**config.mk**
```make
export PLATFORM = sky130hd
export DESIGN_NAME = ocmp_unit
export DESIGN_NICKNAME = d
export VERILOG_FILES = /design/src/rtl/ocmp_pkg.sv /design/src/rtl/ocmp_match_edge.sv /design/src/rtl/ocmp_pin_ctl.sv /design/src/rtl/ocmp_event_gen.sv /design/src/rtl/ocmp_unit.sv
export SDC_FILE = /design/constraint.sdc
export NUM_CORES = 1
export LEC_CHECK = 0
export BUFFER_PORTS_ARGS = -buffer_cell sky130_fd_sc_hd__buf_2
export CAP_MARGIN = 15
export CORE_MARGIN = 2
export CORE_UTILIZATION = 36
export DETAILED_ROUTE_END_ITERATION = 6
export MAX_ROUTING_LAYER = met4
export PLACE_DENSITY = 0.74
export SLEW_MARGIN = 10
export SYNTH_ARGS = -nofsm -noshare
export SYNTH_HDL_FRONTEND = slang
export SYNTH_SLANG_ARGS = --single-unit
```
**constraint.sdc**
```tcl
create_clock -name clk -period 1.6 [get_ports clk]
set_clock_uncertainty 0.15 [all_clocks]
set_input_delay 0.08 -clock clk [delete_from_list [all_inputs] [get_ports clk]]
set_output_delay 0.08 -clock clk [all_outputs]
set_load 0.005 [all_outputs]
```
**src/rtl/ocmp_pkg.sv**
```systemverilog
package ocmp_pkg;
  localparam int MODE_W = 4;

  typedef enum logic [MODE_W-1:0] {
    MODE_OFF  = 4'b0000,
    MODE_SET  = 4'b1000,
    MODE_CLR  = 4'b1001,
    MODE_FLAG = 4'b1010,
    MODE_SEV  = 4'b1011
  } ocmp_mode_e;

  // Compare modes occupy the 10xx group of codes.
  function automatic logic mode_armed(input logic [MODE_W-1:0] m);
    return m[MODE_W-1:MODE_W-2] == 2'b10;
  endfunction
endpackage

```
**src/rtl/ocmp_match_edge.sv**
```systemverilog
module ocmp_match_edge #(
  parameter int TMR_W = 16
) (
  input  logic             clk,
  input  logic             rst_n,
  input  logic [TMR_W-1:0] tmr_val,
  input  logic [TMR_W-1:0] cmp_val,
  input  logic             arm,
  output logic             hit
);
  logic eq_now;
  logic eq_prev;

  assign eq_now = (tmr_val == cmp_val);

  always_ff @(posedge clk) begin
    if (!rst_n) eq_prev <= 1'b0;
    else        eq_prev <= eq_now;
  end

  // Fire on the rising edge of equality only.
  assign hit = arm & eq_now & ~eq_prev;
endmodule

```
**src/rtl/ocmp_pin_ctl.sv**
```systemverilog
module ocmp_pin_ctl
  import ocmp_pkg::*;
(
  input  logic              clk,
  input  logic              rst_n,
  input  logic [MODE_W-1:0] mode,
  input  logic              hit,
  output logic              pin_out
);
  logic [MODE_W-1:0] mode_prev;
  logic              entered;
  logic              pin_nxt;

  assign entered = (mode != mode_prev);

  always_comb begin
    pin_nxt = pin_out;
    if (entered && mode == MODE_SET) pin_nxt = 1'b0;
    if (entered && mode == MODE_CLR) pin_nxt = 1'b1;
    if (hit && mode == MODE_SET)     pin_nxt = 1'b1;
    if (hit && mode == MODE_CLR)     pin_nxt = 1'b0;
  end

  always_ff @(posedge clk) begin
    if (!rst_n) begin
      mode_prev <= MODE_OFF;
      pin_out   <= 1'b0;
    end else begin
      mode_prev <= mode;
      pin_out   <= pin_nxt;
    end
  end
endmodule

```
**src/rtl/ocmp_event_gen.sv**
```systemverilog
module ocmp_event_gen
  import ocmp_pkg::*;
#(
  parameter bit ADC_CH = 1'b1
) (
  input  logic              clk,
  input  logic              rst_n,
  input  logic [MODE_W-1:0] mode,
  input  logic              hit,
  input  logic              flag_clr,
  output logic              cmp_flag,
  output logic              tmr_clr,
  output logic              adc_start
);
  logic sev_hit;
  assign sev_hit = hit & (mode == MODE_SEV);

  always_ff @(posedge clk) begin
    if (!rst_n) begin
      cmp_flag <= 1'b0;
      tmr_clr  <= 1'b0;
    end else begin
      if (hit)           cmp_flag <= 1'b1;
      else if (flag_clr) cmp_flag <= 1'b0;
      tmr_clr <= sev_hit;
    end
  end

  generate
    if (ADC_CH) begin : g_adc
      always_ff @(posedge clk) begin
        if (!rst_n) adc_start <= 1'b0;
        else        adc_start <= sev_hit;
      end
    end else begin : g_no_adc
      assign adc_start = 1'b0;
    end
  endgenerate
endmodule

```
**src/rtl/ocmp_unit.sv**
```systemverilog
module ocmp_unit
  import ocmp_pkg::*;
#(
  parameter int TMR_W  = 16,
  parameter bit ADC_CH = 1'b1
) (
  input  logic             clk,
  input  logic             rst_n,
  input  logic [TMR_W-1:0] tmr_val,
  input  logic [TMR_W-1:0] cmp_val,
  input  logic [3:0]       mode,
  input  logic             flag_clr,
  output logic             pin_out,
  output logic             cmp_flag,
  output logic             tmr_clr,
  output logic             adc_start
);
  logic armed;
  logic hit;

  assign armed = mode_armed(mode);

  ocmp_match_edge #(.TMR_W(TMR_W)) u_edge (
    .clk     (clk),
    .rst_n   (rst_n),
    .tmr_val (tmr_val),
    .cmp_val (cmp_val),
    .arm     (armed),
    .hit     (hit)
  );

  ocmp_pin_ctl u_pin (
    .clk     (clk),
    .rst_n   (rst_n),
    .mode    (mode),
    .hit     (hit),
    .pin_out (pin_out)
  );

  ocmp_event_gen #(.ADC_CH(ADC_CH)) u_evt (
    .clk       (clk),
    .rst_n     (rst_n),
    .mode      (mode),
    .hit       (hit),
    .flag_clr  (flag_clr),
    .cmp_flag  (cmp_flag),
    .tmr_clr   (tmr_clr),
    .adc_start (adc_start)
  );
endmodule

```
==> flow_summary.rst, run 1 <==
.. list-table::
   :header-rows: 1

   * - Metric
     - Value
   * - Result of the run
     - finished, final reports clean
   * - Element type at the critical path end
     - flop
   * - Cell Area, Synth
     - 515 um^2
   * - Pre-CTS setup slack
     - around 0.18 ns
   * - Starting density of the core
     - 39.1%
   * - Die boundary height
     - 41.8 um
   * - Design Power
     - slightly above 0.5 mW
   * - Total GRT Usage
     - between 10% and 20%
   * - Upper clock frequency limit
     - between 0.6 and 0.7 GHz
   * - Length of the first detailed-routing pass in iterations
     - 4
   * - Max Cap Violations
     - 0
   * - Crit-path max FO
     - 3
   * - CTS sink cnt
     - 8
   * - Remaining global-route overflow
     - 0
   * - Share of the synthesized area in the top cell type
     - between 30% and 40%
   * - Slew Limit Headroom
     - between 70 and 80%
   * - Clock slew at reported path FFs
     - approximately 0.050 ns
   * - Master cell of the clock root buffer
     - clkbuf_4
   * - Violation count after the first detailed-routing iteration
     - 5
   * - Inserted Clock Buffers
     - 3
   * - Kind of critical path
     - primary input to flop
   * - Largest vdd supply drop
     - 333 uV
   * - Min cycle time layout
     - approximately 1.5 ns
   * - Setup total negative slack
     - 0 ns
   * - Cell variety after synth
     - 19
   * - Routed wirelength normalized by instance count
     - between 9 and 10 um
   * - Slew at the pin with the worst max-slew slack
     - between 0.3 and 0.4 ns
   * - Count leader, synth
     - xnor2_1
   * - Clock latency on the worst-skew pair
     - between 0.2 and 0.3 ns
   * - Initial antenna violation count
     - 0
   * - Number of instances in the synthesized netlist
     - just under 60
   * - Total of buffers placed on input and output ports
     - 42
   * - Syn. warnings
     - 0
   * - Global routing usage on met1
     - approximately 17%
   * - Routability congestion estimate from global placement
     - between 0.7 and 0.8
   * - Net count reported at finish
     - 150
   * - Post-synth net total
     - 97
   * - CP Data Required Time
     - 1.62 ns
   * - Main synth FF type
     - dfxtp_1
   * - Placed cell count
     - ~110
   * - Unrepaired setup endpoints after global routing
     - false
   * - Avg Inst Size Synth
     - 8.89 um^2
   * - Ratio of routed vias to standard cells
     - approximately 4.7
   * - Fin cells
     - around 120
   * - Commonest cells post-synth
     - 18 x xnor2_1, 8 x dfxtp_1, 5 x nand4_1
   * - Area enclosed by the die boundary
     - between 1500 and 2000 um^2
   * - Number of setup buffers added after CTS
     - 0
   * - Fill count
     - about 120
   * - Core area
     - around 1300 um^2
   * - GR Util met3
     - under 10%
   * - Pwr per Cell Area
     - roughly 600 nW/um^2
   * - Proportion of register bits with asynchronous set or reset after synthesis
     - 0%
   * - Number of synthesized flops with an enable pin
     - 0
   * - Final routed DRC violation total
     - 0
   * - First-pass GRT wire length
     - approximately 2.2 mm
   * - Post-layout worst setup margin
     - roughly 0.077 ns
   * - Total inserted antenna cells
     - 0
   * - Synthesis-to-layout area growth
     - 61.4%
   * - CP startpoint kind
     - primary input
   * - Total via count after detailed routing
     - roughly 580
   * - Final HPWL DP
     - approximately 1.0 mm
   * - Main area contributors after synthesis
     - dfxtp_1 31%, xnor2_1 31%, nand4_1 6.1%
   * - Fin. Hold Viols
     - 0
   * - Static power due to leakage
     - 0.374 nW
   * - Most utilized layer in the global route result
     - met2
   * - Fraction of the yosys area taken by sequential cells
     - ~31%
   * - Wire length after detailed routing
     - roughly 1.2 mm
   * - Class of the tightest hold or removal check
     - primary input to flop
   * - Vias in the first global route
     - roughly 600
   * - Post-route fraction of the period consumed by the critical path
     - about 95%
   * - Std cell rows
     - 13
   * - # setup viols final
     - 0
   * - Number of max-slew violations in the final report
     - 0
   * - Arr. time, crit path
     - roughly 1.5 ns
   * - Routed Antenna Nets
     - 0
   * - Layout cell share with drive strength beyond 1
     - around 45%
   * - TritonCTS clock tree
     - yes
   * - Num ports
     - 43
   * - Synth area leader
     - dfxtp_1
   * - Register bit count reported by yosys
     - 8
   * - Pin count of the biggest net entering global routing
     - 9
   * - Horiz. Die Dim
     - approximately 42 um
   * - Met2 track demand over resource in global routing
     - between 20% and 30%
   * - Number of buffers between clock root and the deepest sink
     - 2
   * - H-tree depth reported by CTS
     - 1
-- worst max-delay path, cell delays in order --
cell	delay [ns]
dlygate4sd3_1	0.52
buf_2	0.12
nand2b_1	0.09
nor2_2	0.14
o22ai_1	0.11
or3b_1	0.38
o211ai_1	0.10
-- layout make-up --
type	instances	area, um^2	share of cell area [%]
multi-input combinational	49	350	42.1
timing repair buffer	49	280	33.7
sequential	8	160	19.2
clock buffer	3	22.5	2.71
tap	15	18.8	2.26
-- cell usage in the layout (no fill, tap or decap) --
| master | synthesis | routed |
|---|---|---|
| xnor2_1 | 18 | 18 |
| nand4_1 | 5 | 5 |
| dfxtp_1 | 8 | 8 |
| nand2_2 | 1 | 1 |
| nor4_1 | 1 | 1 |
| o22ai_1 | 1 | 1 |
| clkbuf_4 | 0 | 3 |
| a21boi_1 | 1 | 1 |
| buf_2 | 0 | 42 |
| dlygate4sd3_1 | 0 | 7 |
| or3_1 | 1 | 1 |
| nand2b_1 | 2 | 2 |
| or3b_1 | 1 | 1 |
| and2_2 | 1 | 1 |
| nand2_1 | 4 | 4 |
| o21ai_0 | 1 | 1 |
| o211ai_1 | 1 | 1 |
| nor4_2 | 1 | 1 |
| nor2_2 | 0 | 1 |
| xor2_1 | 2 | 2 |
| nor2_1 | 4 | 3 |
| and2_1 | 4 | 4 |
-- sequential cells by signal (all words and copies together), names as in the netlist --
name and cells:
u_edge.eq_prev 1, u_evt.adc_start 1, u_evt.cmp_flag 1, u_pin.mode_prev 4, u_pin.pin_out 1
-- cell families after synthesis --
family,share of synthesized area [%]
AND/OR/NAND/NOR,28.4
XOR/XNOR,34.0
flip-flops,31.1
AO/OA/AOI/OAI,5.10
buffers and inverters,1.46
-- metrics by stage --
step                hold slack [ns]  utilization (%)  cell area, um^2
finish                       0.0130             63.2              832
floorplan                    0.0438                -              515
CTS                         0.00400             63.0              830
global placement              0.173             55.9              737
detailed placement            0.174             55.9              737
global route                0.00763             63.2              832
-- report_power, final --
part	internal, mW	total [mW]	switching (mW)
Sequential	0.208	0.213	0.00517
Clock	0.0857	0.152	0.0666
Combinational	0.0918	0.147	0.0550
-- repair_timing --
item / in CTS / in global routing
endpoints found under the setup margin: 0 / 1
hold buffers: 7 / 0
hold endpoints to repair: 6 / 0
resized for setup: 0 / 1
-- final timing paths --
path / from / to / slack, ns / cells past startpoint
min reg2reg: u_evt.cmp_flag / u_evt.cmp_flag / 0.32 / 2
min: mode[0] / u_pin.mode_prev[0] / 0.01 / 2
max reg2reg: u_pin.mode_prev[0] / u_pin.pin_out / 0.19 / 5
max: mode[3] / u_pin.pin_out / 0.08 / 7
-- per-layer routing --
layer	wire (um)	vias up	part of all wire, %
met3	137	2	11
met5	0	-	0
met2	617	40	50
met1	473	238	38
met4	7	0	0.57
li1	-	299	-
(Power assumes the default switching activity.)
==> run 2, diff against run 1 <==
- CORE_UTILIZATION: 36 -> 37
- HOLD_SLACK_MARGIN: default -> 0.05
- MAX_ROUTING_LAYER: met4 -> default
- PLACE_DENSITY: 0.74 -> 0.75
- SYNTH_HIERARCHICAL: default -> 1
==> flow_summary.rst, run 2 <==
.. list-table::
   :header-rows: 1

   * - Metric
     - Value
   * - Net count reported at finish
     - about 150
   * - Ratio of routed vias to standard cells
     - 4.57
   * - WHS
     - approximately 0.16 ns
   * - Clock slew at reported path FFs
     - around 0.05 ns
   * - Slew at the pin with the worst max-slew slack
     - roughly 0.38 ns
   * - Final routed DRC violation total
     - 0
   * - Std cell rows
     - 13
   * - Unrepaired setup endpoints after global routing
     - true
   * - Post-synth net total
     - 93
   * - Number of instances in the synthesized netlist
     - 54
   * - Total via count after detailed routing
     - around 550
   * - Min cycle time layout
     - 1.59 ns
   * - # setup viols final
     - 0
   * - Total GRT Usage
     - between 15 and 20%
   * - Count leader, synth
     - xor2_1
   * - Post-layout worst setup margin
     - 0.00831 ns
   * - Crit-path max FO
     - 5
   * - Main area contributors after synthesis
     - xor2_1 33%, dfxtp_1 30%, nor3b_2 4.7%
   * - Commonest cells post-synth
     - 20 x xor2_1, 8 x dfxtp_1, 4 x nor4_1, 3 x and2_1
   * - Crit-path cells
     - dlygate4sd3_1 -> buf_2 -> nor3b_1 -> o21ai_0 -> a211o_1
   * - Number of max-slew violations in the final report
     - 0
   * - Total of buffers placed on input and output ports
     - 42
   * - Adder-cell share of the synthesized area
     - 0%
   * - Master cell of the clock root buffer
     - clkbuf_4
   * - Internal power
     - ~0.37 mW
   * - Arr. time, crit path
     - roughly 1.6 ns
   * - Upper clock frequency limit
     - 0.628 GHz
   * - Area enclosed by the die boundary
     - ~1800 um^2
   * - Routed wirelength normalized by instance count
     - 11.2 um
   * - Element type at the critical path end
     - flop
   * - Static power due to leakage
     - ~0.44 nW
   * - Syn. warnings
     - 6
   * - Remaining global-route overflow
     - 0
   * - Share of the synthesized area in the top cell type
     - 32.9%
   * - Fraction of the yosys area taken by sequential cells
     - 30.1%
   * - Cell Area, Synth
     - between 500 and 600 um^2
   * - Number of buffers between clock root and the deepest sink
     - 2
   * - Fill count
     - roughly 110
   * - Post-route fraction of the period consumed by the critical path
     - 99.5%
   * - Wire length after detailed routing
     - about 1.4 mm
   * - Area of combinational cells with multiple inputs
     - around 370 um^2
   * - Post-synthesis share of cell area spent on xor and xnor gates
     - around a third
   * - Highest-count cells in the layout ignoring fill and taps
     - 40 x buf_2, 20 x xor2_1, 8 x dfxtp_1
   * - Synthesis-to-layout area growth
     - 65.2%
   * - Max Cap Violations
     - 0
   * - Main synth FF type
     - dfxtp_1
   * - CP startpoint kind
     - primary input
   * - Largest vdd supply drop
     - 269 uV
   * - Pwr per Cell Area
     - between 500 and 600 nW/um^2
   * - Total inserted antenna cells
     - 0
   * - CTS sink cnt
     - 8
   * - Pre-CTS setup slack
     - -0.313 ns
   * - First-pass GRT wire length
     - 2.13 mm
   * - TritonCTS clock tree
     - yes
   * - Kind of critical path
     - primary input to flop
   * - Result of the run
     - finished, final reports clean
   * - Synth area leader
     - xor2_1
   * - Horiz. Die Dim
     - between 40 and 50 um
   * - Clk network pwr share
     - a little under a third
   * - Initial antenna violation count
     - 0
   * - H-tree depth reported by CTS
     - 1
   * - Core area
     - ~1300 um^2
   * - Pin count of the biggest net entering global routing
     - 10
   * - Mux contribution to synthesized area
     - 0%
   * - Num ports
     - 43
   * - Biggest register
     - u_pin/mode_prev
   * - Post-synthesis compound-gate area fraction
     - ~4.0%
   * - Class of the tightest hold or removal check
     - primary input to flop
   * - Register bit count reported by yosys
     - 8
   * - Switching power
     - roughly 0.13 mW
   * - Routability congestion estimate from global placement
     - around 0.7
   * - Die boundary height
     - 41.9 um
   * - Fin. Hold Viols
     - 0
   * - Number of synthesized flops with an enable pin
     - 0
   * - Starting density of the core
     - slightly above 40%
   * - Footprint of the flip-flops and latches
     - 160 um^2
   * - Most common cell after layout, fill and taps aside
     - buf_2
   * - Length of the first detailed-routing pass in iterations
     - 2
   * - Fraction of the mapped netlist area in simple logic gates
     - between 30% and 40%
   * - Setup total negative slack
     - 0 ns
   * - Clock latency on the worst-skew pair
     - between 0.2 and 0.3 ns
   * - Avg Inst Size Synth
     - around 10 um^2
   * - Slowest Stage Delay on Critical Path
     - roughly 0.53 ns
   * - Dominant combinational cell family by area after synthesis
     - XOR/XNOR gates
   * - Vias in the first global route
     - 583
   * - Inserted Clock Buffers
     - 3
   * - Part of the total power dissipated in sequential elements
     - between 40% and 50%
   * - Proportion of register bits with asynchronous set or reset after synthesis
     - 0%
   * - Slew Limit Headroom
     - about three quarters
   * - CP Data Required Time
     - roughly 1.6 ns
   * - Final HPWL DP
     - a little over 1 mm
   * - Critical Path Slowest Stage Cell
     - dlygate4sd3_1
   * - Cell variety after synth
     - 20
   * - Fraction of power consumed by combinational cells
     - 27.1%
   * - Largest register FFs
     - 4
   * - Routed Antenna Nets
     - 0
   * - Layout cell share with drive strength beyond 1
     - between 40% and 50%
   * - Share of total power consumed by net switching
     - between 20% and 30%
   * - Design Power
     - 0.500 mW
   * - Violation count after the first detailed-routing iteration
     - 1
run 2: changes by cell type after synthesis, sizes merged, moves of 2 or more:
cell and change:
xnor2 -18, xor2 +18, nand2 -5, nand4 -3, nor2 -3, nor3b +3
nor4 +3, inv +2, nand2b -2, nor2b +2
run 2: kinds of logic (layout without fill, tap and decap cells):
group,after synthesis,count (layout)
buf+inv,3,55
simple gates,20,20
flops,8,8
compound gates,3,3
xor+xnor,20,20
run 2: cell type report:
cell class                 count  area share, %
tap                           15           2.14
sequential                     8           18.2
multi-input combinational     43           42.0
inverter                       2          0.855
timing repair buffer          50           34.2
clock buffer                   3           2.56
run 2: worst paths after layout:
| kind | startpoint | endpoint | slack (ns) | cells after the start |
|---|---|---|---|---|
| setup / recovery | mode[2] | u_pin/pin_out | 0.008 | 5 |
| hold / removal | mode[1] | u_pin/pin_out | 0.16 | 4 |
| setup reg to reg | u_pin/mode_prev[1] | u_pin/pin_out | 0.12 | 4 |
| hold reg to reg | u_evt/cmp_flag | u_evt/cmp_flag | 0.43 | 2 |
run 2: stage by stage:
stage	cells	instance area (um^2)	utilization, %
floorplan	54	532	-
global placement	111	761	57.7
detailed placement	111	761	57.7
CTS	121	860	65.2
global route	121	878	66.7
finish	121	878	66.7
run 2: routing by layer:
metal	GRT usage, %	vias to the layer above	part of all wire (%)
li1	-	290	-
met1	17.2	225	41
met2	30.3	38	49
met3	3.04	0	10
met4	5.81	0	0
met5	0	-	0
run 2: critical path: cells and delay by family:
kind / cells / cell delay, ns
buffers and inverters: 2 / 0.70
AOI/OAI and AO/OA: 2 / 0.42
and+or+nand+nor: 1 / 0.37
run 2: timing repair:
action                                  CTS  global route
hold buffers                              7             0
buffers inserted                          0             0
resized for setup                         1             3
endpoints found under the hold margin     8             0
pin swaps                                 1             3
endpoints found under the setup margin    1             1
run 2: power by group through the flow:
stage / Sequential [mW] / Combinational, mW / Clock (mW)
finish: 0.209 / 0.135 / 0.155
CTS: 0.209 / 0.133 / 0.153
global route: 0.209 / 0.148 / 0.165
detailed placement: 0.213 / 0.116 / 0
floorplan: 0.213 / 0.0490 / 0
global placement: 0.213 / 0.113 / 0
